==> src/rtl/ecc_gen_pkg.sv <==
package ecc_gen_pkg;
    typedef enum logic [1:0] {
        ST_IDLE  = 2'd0,
        ST_ACCUM = 2'd1,
        ST_DONE  = 2'd2
    } ecc_state_t;
endpackage

==> src/rtl/ecc_ctrl_fsm.sv <==
module ecc_ctrl_fsm
    import ecc_gen_pkg::*;
#(
    parameter int BLOCK_BYTES = 512,
    localparam int ADDR_W = $clog2(BLOCK_BYTES),
    localparam int CNT_W  = ADDR_W + 1
) (
    input  logic              clk,
    input  logic              rst_n,
    input  logic              restart,
    input  logic              byte_valid,
    output logic              clr,
    output logic              acc_en,
    output logic              done,
    output logic              armed,
    output logic [ADDR_W-1:0] addr,
    output logic [CNT_W-1:0]  count
);
    localparam logic [CNT_W-1:0] LAST_IDX = CNT_W'(BLOCK_BYTES - 1);
    localparam logic [CNT_W-1:0] FULL_CNT = CNT_W'(BLOCK_BYTES);

    ecc_state_t state_q, state_d;
    logic [CNT_W-1:0] count_q;

    // state register
    always_ff @(posedge clk or negedge rst_n) begin
        if (!rst_n) state_q <= ST_IDLE;
        else        state_q <= state_d;
    end

    // transitions: restart, block_end, hold
    always_comb begin
        state_d = state_q;
        if (restart) begin
            state_d = ST_ACCUM;
        end else begin
            unique case (state_q)
                ST_IDLE:  state_d = ST_IDLE;
                ST_ACCUM: if (byte_valid && count_q == LAST_IDX) state_d = ST_DONE;
                ST_DONE:  state_d = ST_DONE;
                default:  state_d = ST_IDLE;
            endcase
        end
    end

    // outputs
    always_comb begin
        clr    = restart;
        acc_en = 1'b0;
        done   = 1'b0;
        armed  = 1'b1;
        unique case (state_q)
            ST_IDLE:  armed  = 1'b0;
            ST_ACCUM: acc_en = byte_valid && !restart;
            ST_DONE:  done   = 1'b1;
            default:  armed  = 1'b0;
        endcase
    end

    always_ff @(posedge clk or negedge rst_n) begin
        if (!rst_n)      count_q <= '0;
        else if (clr)    count_q <= '0;
        else if (acc_en) count_q <= count_q + 1'b1;
    end

    assign count = count_q;
    assign addr  = count_q[ADDR_W-1:0];

    assert_count_cap_R7: assert property (@(posedge clk) disable iff (!rst_n)
        count_q <= FULL_CNT);
    assert_done_full_R6: assert property (@(posedge clk) disable iff (!rst_n)
        done |-> count_q == FULL_CNT);
    assert_restart_clears_R2: assert property (@(posedge clk) disable iff (!rst_n)
        restart |=> (count_q == '0) && !done);
    assert_idle_no_count_R1: assert property (@(posedge clk) disable iff (!rst_n)
        (!armed && !restart) |=> count_q == '0);
endmodule

==> src/rtl/ecc_line_parity.sv <==
module ecc_line_parity #(
    parameter int ADDR_W = 9
) (
    input  logic                clk,
    input  logic                rst_n,
    input  logic                clr,
    input  logic                en,
    input  logic [ADDR_W-1:0]   addr,
    input  logic                par_bit,
    output logic [2*ADDR_W-1:0] lp
);
    for (genvar n = 0; n < ADDR_W; n++) begin : g_bit
        logic even_q, odd_q;
        always_ff @(posedge clk or negedge rst_n) begin
            if (!rst_n) begin
                even_q <= 1'b0;
                odd_q  <= 1'b0;
            end else if (clr) begin
                even_q <= 1'b0;
                odd_q  <= 1'b0;
            end else if (en) begin
                if (addr[n]) odd_q  <= odd_q ^ par_bit;
                else         even_q <= even_q ^ par_bit;
            end
        end
        assign lp[2*n]   = even_q;
        assign lp[2*n+1] = odd_q;
    end
endmodule

==> src/rtl/ecc_col_parity.sv <==
module ecc_col_parity #(
    parameter int DATA_W = 8,
    localparam int COL_BITS = $clog2(DATA_W)
) (
    input  logic                  clk,
    input  logic                  rst_n,
    input  logic                  clr,
    input  logic                  en,
    input  logic [DATA_W-1:0]     data,
    output logic [2*COL_BITS-1:0] cp
);
    logic [DATA_W-1:0] xacc_q;

    function automatic logic [DATA_W-1:0] pos_mask(input int j, input logic odd);
        logic [DATA_W-1:0] m;
        for (int i = 0; i < DATA_W; i++) m[i] = (((i >> j) & 1) == 1) == odd;
        return m;
    endfunction

    always_ff @(posedge clk or negedge rst_n) begin
        if (!rst_n)   xacc_q <= '0;
        else if (clr) xacc_q <= '0;
        else if (en)  xacc_q <= xacc_q ^ data;
    end

    for (genvar j = 0; j < COL_BITS; j++) begin : g_col
        assign cp[2*j]   = ^(xacc_q & pos_mask(j, 1'b0));
        assign cp[2*j+1] = ^(xacc_q & pos_mask(j, 1'b1));
    end
endmodule

==> src/rtl/ecc_block_gen.sv <==
module ecc_block_gen #(
    parameter int BLOCK_BYTES = 512,
    parameter int DATA_W      = 8,
    localparam int ADDR_W   = $clog2(BLOCK_BYTES),
    localparam int CNT_W    = ADDR_W + 1,
    localparam int COL_BITS = $clog2(DATA_W),
    localparam int ECC_W    = 2*ADDR_W + 2*COL_BITS
) (
    input  logic              clk,
    input  logic              rst_n,
    input  logic              restart_wr,
    input  logic              byte_valid,
    input  logic [DATA_W-1:0] byte_data,
    output logic [ECC_W-1:0]  ecc_result,
    output logic              block_done,
    output logic [CNT_W-1:0]  byte_count
);
    logic              clr, acc_en, armed;
    logic [ADDR_W-1:0] addr;
    logic [2*ADDR_W-1:0]   lp;
    logic [2*COL_BITS-1:0] cp;

    ecc_ctrl_fsm #(.BLOCK_BYTES(BLOCK_BYTES)) u_ctrl (
        .clk(clk), .rst_n(rst_n), .restart(restart_wr), .byte_valid(byte_valid),
        .clr(clr), .acc_en(acc_en), .done(block_done), .armed(armed),
        .addr(addr), .count(byte_count)
    );

    ecc_line_parity #(.ADDR_W(ADDR_W)) u_line (
        .clk(clk), .rst_n(rst_n), .clr(clr), .en(acc_en),
        .addr(addr), .par_bit(^byte_data), .lp(lp)
    );

    ecc_col_parity #(.DATA_W(DATA_W)) u_col (
        .clk(clk), .rst_n(rst_n), .clr(clr), .en(acc_en),
        .data(byte_data), .cp(cp)
    );

    assign ecc_result = {cp, lp};

    assert_frozen_R7: assert property (@(posedge clk) disable iff (!rst_n)
        (block_done && !restart_wr) |=> $stable(ecc_result) && $stable(byte_count));
    assert_idle_zero_R1: assert property (@(posedge clk) disable iff (!rst_n)
        !armed |-> ecc_result == '0);
    assert_restart_wins_R8: assert property (@(posedge clk) disable iff (!rst_n)
        (restart_wr && byte_valid) |=> ecc_result == '0);
    assert_idle_gap_R3: assert property (@(posedge clk) disable iff (!rst_n)
        (!byte_valid && !restart_wr) |=> $stable(ecc_result) && $stable(byte_count));
endmodule

==> config.mk <==
export PLATFORM = sky130hd
export DESIGN_NAME = ecc_block_gen
export DESIGN_NICKNAME = d
export VERILOG_FILES = /design/src/rtl/ecc_gen_pkg.sv /design/src/rtl/ecc_ctrl_fsm.sv /design/src/rtl/ecc_line_parity.sv /design/src/rtl/ecc_col_parity.sv /design/src/rtl/ecc_block_gen.sv
export SDC_FILE = /design/constraint.sdc
export NUM_CORES = 1
export LEC_CHECK = 0
export BUFFER_PORTS_ARGS = -buffer_cell sky130_fd_sc_hd__buf_2
export CAP_MARGIN = 40
export CELL_PAD_IN_SITES_DETAIL_PLACEMENT = 1
export CELL_PAD_IN_SITES_GLOBAL_PLACEMENT = 1
export CORE_MARGIN = 2
export CORE_UTILIZATION = 35
export CTS_BUF_LIST = sky130_fd_sc_hd__clkbuf_16
export DETAILED_ROUTE_END_ITERATION = 8
export GPL_TIMING_DRIVEN = 0
export PLACE_DENSITY_LB_ADDON = 0.1
export SYNTH_ARGS = -nofsm -noshare
export SYNTH_HDL_FRONTEND = slang
export SYNTH_HIERARCHICAL = 1
export SYNTH_SLANG_ARGS = --single-unit
==> constraint.sdc <==
create_clock -name clk -period 5.5 [get_ports clk]
set_clock_uncertainty 0.1 [all_clocks]
set_input_delay 0.825 -clock clk [delete_from_list [all_inputs] [get_ports clk]]
set_output_delay 0.825 -clock clk [all_outputs]
set_load 0.005 [all_outputs]
==> metrics, run 1 <==
Die Footprint=approximately 8000 sq um; reg2reg path depth=8; max frequency=between 400 and 500 MHz; Syn Area/Cell=approximately 10 sq um; CTS sink count=38; P&R area growth vs syn=20.1%; final hold vios=0; vias=about 1,900; PnR worst setup slack=about 3.3 ns; setup tns final=0 ns; Critical Path Fanout Max=4; Hold Path Class=in2async; Post-Syn Nets=roughly 260; Wirelength per Cell=14.5 microns; drt pass-1 iters=4; CP most frequent cell=xnor2_1; Layout fillers=between 800 and 900; DRT Wirelength=5810 microns; Worst setup SP type=flip-flop; Final setup viols=0; FF+latch count, synth=38; Resize count post-CTS=0; period utilisation layout=0.402; hpwl dp=4250 microns; worst rel slew slack=0.664; post-synth top area cell=dfrtp_1; Buf+Inv Stages, Crit Path=1; RSZ-0062 raised after global routing=no; drt drc=0; vias in the first global route=1,939; largest net degree at the start of global routing=22; CP delay by family, top=XOR/XNOR gates; Post-synth EDFFs=0; core area=7180 sq um; slowest cell on the critical path=dfrtp_1; Seq/Total Area, Yosys=0.370; count of final max-slew check failures=0; root buffer cell=clkbuf_16; kind of critical path=reg2out; top post-synthesis cells by area=dfrtp_1 (37%), mux2_4 (9.9%), buf_4 (8.8%); reg2reg end=u_line/g_bit[2].odd_q; initial antenna violation count=0; Pwr Density=between 200 and 300 nW/um^2; H-Tree Depth=2; post-synthesis compound-gate area fraction=0.0896; number of buffers created by CTS=5; total of warnings raised by yosys=6; Routed Antenna Nets=0; largest family of logic cells by synthesized area=simple AND/OR/NAND/NOR gates; status=complete, no violations; initial drt markers=65; clk_lat worst skew=0.28 ns; Die Width=between 80 and 90 microns; worst reg2reg setup slack=3.44 ns; # IOs=between 40 and 50; # rows=31; # diodes=0; clk buf depth=2; worst path cell trace=xnor2_1 -> xnor2_1 -> buf_2; Finished Layout Cells=roughly 400; Mapped Cells=approximately 250; Hold Slack=about 0.4 ns; Worst VDD drop=128 uV; unique cell type count in the Yosys netlist=37; Synth top area share=0.370; IO Port Bufs=46; cell area after synthesis=2570 sq um; CTS Hold Bufs=0; Setup Fix Bufs, Post-CTS=0; total chip power=about 800 uW; WP data required=approximately 4.6 ns; via/cell ratio=4.81; Synth Area in Adders=0.0146; leakage=around 0.0016 uW; crit path capture type=output port; top_reg_cell synth=dfrtp_1; mux share of post-synthesis cell area=0.108; GRT Total Usage=0.154; layout cell share with drive strength beyond 1=0.421; dpl ws=between 3 and 4 ns; CP max stage delay=about 0.42 ns; CP arrival=between 1 and 1.5 ns; minimum clock period=2.21 ns; asr flop ratio synth=1.00; R2R Path Start=u_ctrl/state_q[1]; Inst Count DP=~390; TritonCTS clock tree=built; Post-Synth Simple-Gate Area=0.200; initial cell density of the core=0.358; gpl congestion=0.690; xor/xnor share of the synthesized area=0.0843; clk slew on worst S/H paths=~0.06 ns; Worst Max-Slew Pin Slew=just over 0.5 ns; grt ovf=0; Die Height=89.7 microns; max-capacitance violation count=0; nets=between 300 and 400; global-route wire length before repair=roughly 9400 microns
==> report_power, final <==
part / internal (uW) / leakage, uW / switching (uW)
combinational: 120 / 0.000971 / 108
sequential: 299 / 0.000522 / 21.4
clock: 164 / 0.0000694 / 112
==> worst max path at each step <==
stage	start	to	slack, ns	cells past startpoint
final	u_col/xacc_q[0]	ecc_result[20]	3.29	3
after CTS	u_col/xacc_q[0]	ecc_result[22]	3.26	3
after detailed placement	byte_data[5]	u_line/g_bit[5].even_q	3.04	8
after global routing	u_col/xacc_q[0]	ecc_result[20]	3.21	3
after global placement	byte_data[5]	u_line/g_bit[5].even_q	3.04	8
after floorplan	byte_data[3]	u_line/g_bit[7].odd_q	3.32	7
==> worst reg2reg max path, cell delays in order (launching register included) <==
cell and delay (ns):
dfrtp_1 0.38, inv_1 0.07, ha_1 0.27, nand2_1 0.15, nor2_1 0.22, buf_6 0.19
buf_8 0.14, nand3_1 0.11, mux2_4 0.32
==> layer usage <==
metal	vias up	wire length (microns)	global-route usage
li1	922	-	-
met1	970	2580	0.186
met2	29	3010	0.280
met3	6	162	0.0283
met4	0	58	0.0407
met5	-	0	0
==> flip-flops by register name, summed over array words and instances (netlist names) <==
signal,count
u_ctrl/state_q,2
u_line/g_bit.even_q,9
u_col/xacc_q,8
u_line/g_bit.odd_q,9
u_ctrl/count,10
==> synth_stat cells (2+ instances only) <==
cell type  count
nor2_1        22
mux2_2         2
or3_2          2
buf_4         30
buf_8          2
xnor2_1       17
mux2_4        17
o21ai_0        4
ha_1           3
buf_2          3
nor2b_1       19
a21bo_2        6
o31ai_1        2
nand3_1       13
nand3b_1      15
or4_1          2
buf_6          4
a21oi_1       14
xor2_1         4
a21bo_1        2
xor2_2         2
dfrtp_1       38
inv_1          6
nand2_1        5
or3_1          2
==> stage by stage <==
step | utilization | instance area [sq um]
4_1_cts | 0.430 | 3090
3_3_place_gp | 0.407 | 2920
3_5_place_dp | 0.411 | 2950
6_report | 0.430 | 3090
2_1_floorplan | - | 2570
5_1_grt | 0.430 | 3090
==> cell families after synthesis <==
group                    count (synthesis)
buffers and inverters                   46
adder cells (fa/ha/maj)                  3
multiplexers                            19
XOR/XNOR                                23
AO/OA/AOI/OAI                           33
AND/OR/NAND/NOR                         86
flip-flops                              38
==> cell usage in the layout, fill, tap and decap left out, types with 5 or more instances in the layout <==
cell	count
mux2_4	17
a21oi_1	14
clkbuf_16	5
xnor2_1	17
dfrtp_1	38
a21bo_2	6
nor2_1	22
nand3_1	13
buf_4	30
nand2_1	5
inv_1	6
nor2b_1	19
buf_2	49
nand3b_1	15
==> area by class of cell <==
cell class / instances / area [sq um] / share of cell area
clock inverter: 2 / 10.0 / 0.00324
multi-input combinational: 164 / 1280 / 0.414
timing repair buffer: 47 / 258 / 0.0835
buffer: 40 / 319 / 0.103
inverter: 6 / 22.5 / 0.00730
sequential: 38 / 951 / 0.308
clock buffer: 5 / 125 / 0.0406
tap: 99 / 124 / 0.0401
(Power assumes the default switching activity.)
==> run 2: changes to the inputs <==
--- a/config.mk
+++ b/config.mk
@@ -5,6 +5,7 @@
 export SDC_FILE = /design/constraint.sdc
 export NUM_CORES = 1
 export LEC_CHECK = 0
+export ABC_AREA = 1
 export BUFFER_PORTS_ARGS = -buffer_cell sky130_fd_sc_hd__buf_2
 export CAP_MARGIN = 40
 export CELL_PAD_IN_SITES_DETAIL_PLACEMENT = 1
==> constraint.sdc (replaced) <==
create_clock -name clk -period 2.2 [get_ports clk]
set_clock_uncertainty 0.1 [all_clocks]
set_input_delay 0.33 -clock clk [delete_from_list [all_inputs] [get_ports clk]]
set_output_delay 0.33 -clock clk [all_outputs]
set_load 0.005 [all_outputs]
==> run 2 against run 1 <==
Compared with the run above:
- via count rose by 41%
- die area grew 6.6%
- critical path depth is 6 higher
- final area increased by 7.7%
- setup slack got worse by 2.9 ns
- largest power group is now the clock network
- clock power grew to 3.4 times the previous value
- core utilization is 0.46 points higher
- wire length up 36%
==> metrics, run 2 <==
total of warnings raised by yosys=6 (unchanged); wire length on met3=195 microns (+20%); met2 wire len=3950 microns (+31%); CTS sink count=38 (unchanged); Die Width=92.6 microns (+3.2%); grt ovf=0 (unchanged); H-Tree Depth=2 (unchanged); # IOs=47 (unchanged); via/cell ratio=4.70 (-2.1%); cell area after synthesis=2750 sq um (+6.9%); P&R area growth vs syn=21.0%; vias=2,719 (+41%); period utilisation layout=0.833; Layout fillers=1,006 (+20%); root buffer cell=clkbuf_16; Hold Slack=0.252 ns (-0.152 ns); R2R Path Start=u_ctrl/state_q[1]; crit path capture type=flip-flop; gpl congestion=0.760 (+10%); commonest non-fill, non-tap cell in the layout=nand2_1; Largest register FFs=10 (unchanged); total chip power=2010 uW (+140%); max frequency=around 550 MHz; CP arrival=1.94 ns (+0.65 ns); RSZ-0062 raised after global routing=no; hpwl dp=5860 microns (+38%); Min-Delay Endpoint=u_ctrl/state_q[1]; number of buffers created by CTS=5 (unchanged); GRT Total Usage=0.194 (+0.0397); Mapped Cells=420 (+69%); minimum clock period=about 1.8 ns; fin util=0.435 (+0.00456); Pwr Density=606 nW/um^2 (+130%); clk_lat worst skew=0.28 ns (about the same); CP max stage delay=0.40 ns (-0.02 ns); leakage=0.00191 uW (+22%); Worst VDD drop=244 uV (+90%); WP data required=2.31 ns (-2.27 ns); final hold vios=0 (unchanged); worst reg2reg setup slack=0.37 ns (-3.07 ns); IO Port Bufs=46 (unchanged); crit path from=u_ctrl/state_q[1]; worst path cell trace=inv_1 -> ha_1 -> nand3_4 -> inv_4 -> buf_4 -> nand2_2 -> nor2_1 -> nor2_1 -> nor2_1; nets=490 (+55%); Post-Syn Nets=435 (+65%); Highest Signal Layer=met4; PnR worst setup slack=0.366 ns (-2.92 ns); Hold Crit Depth=4; initial antenna violation count=0 (unchanged); initial drt markers=101 (+55%); global-route wire length before repair=13,200 microns (+40%); commonest cells after routing, fill and taps aside=nand2_1 (155), nor2_1 (60), inv_1 (50); # rows=32 (+3.2%); dpl ws=0.401 ns (-2.64 ns); worst rel slew slack=0.734 (+0.0698); Critical Path Fanout Max=10 (+6); status=complete, no violations; Setup Fix Bufs, Post-CTS=0 (unchanged); Die Footprint=8570 sq um (+6.6%); DRT Wirelength=7880 microns (+36%); reg2reg end=u_line/g_bit[2].even_q; Wirelength per Cell=13.6 microns (-6.0%); met1 WL=3660 microns (+42%); reg2reg path depth=9 (+1); Worst Max-Slew Pin Slew=0.399 ns (-0.105 ns); count of final max-slew check failures=0 (unchanged); core area=7650 sq um (+6.6%); largest net degree at the start of global routing=30 (+36%); Hold Path Class=in2reg; vias in the first global route=2,772 (+43%); drt drc=0 (unchanged); CP most frequent cell=nor2_1; clk slew on worst S/H paths=0.06 ns (about the same); Routed Antenna Nets=0 (unchanged); kind of critical path=reg2reg; Worst setup SP type=flip-flop; clk buf depth=2 (unchanged); drt pass-1 iters=4 (unchanged); initial cell density of the core=0.359 (+0.00115); Syn Area/Cell=6.54 sq um (-37%); hold_sp=restart_wr; Final setup viols=0 (unchanged); slowest cell on the critical path=dfrtp_1; Die Height=92.6 microns (+3.2%); setup tns final=0 ns (unchanged); # diodes=0 (unchanged); layout cell share with drive strength beyond 1=0.229 (-0.192); max-capacitance violation count=0 (unchanged); TritonCTS clock tree=built
[run 2: layout make-up]
type	count	area [sq um]	area share
plain buffers	37	297	0.0892
clock buffers	5	125	0.0377
clock inverters	3	63.8	0.0192
inverters	57	216	0.0651
multi-input cells	288	1280	0.386
flip-flops and latches	38	951	0.286
well taps	102	128	0.0384
repair buffers	48	260	0.0783
[run 2: per-stage QoR]
step | cell area [sq um] | instances
4_1_cts | 3320 | 578
6_report | 3320 | 578
5_1_grt | 3320 | 578
2_1_floorplan | 2750 | 420
3_3_place_gp | 3100 | 568
3_5_place_dp | 3120 | 569
[run 2: critical path, delay by kind of cell, from the launching register on]
kind / cells / cell delay [ns]
flip-flops: 1 / 0.40
buffers and inverters: 3 / 0.42
AND/OR/NAND/NOR: 5 / 0.62
adder cells (fa/ha/maj): 1 / 0.21
[run 2: power by group]
group          total (uW)  switching, uW  internal (uW)
clock network         934            288            646
registers             754           34.0            720
logic                 325            200            125
total                2010            522           1490
[run 2: per-layer routing]
layer / global-route usage / up-vias
li1: - / 1380
met1: 0.247 / 1302
met2: 0.344 / 32
met3: 0.0293 / 5
met4: 0.0473 / 0
met5: 0 / -
[run 2: worst max-delay path by stage]
stage                        endpoint  slack [ns]  cells after the start
5_1_grt        u_line/g_bit[2].even_q        0.21                      9
2_1_floorplan  u_line/g_bit[7].even_q        0.67                      9
3_3_place_gp    u_line/g_bit[2].odd_q        0.47                      9
6_report       u_line/g_bit[2].even_q        0.37                      9
3_5_place_dp    u_line/g_bit[6].odd_q        0.40                      9
4_1_cts         u_line/g_bit[6].odd_q        0.36                      9
[run 2: what timing repair did]
action | CTS | global route
hold buffers | 1 | 0
gates resized for setup | 0 | 0
endpoints found under the hold margin | 9 | 0
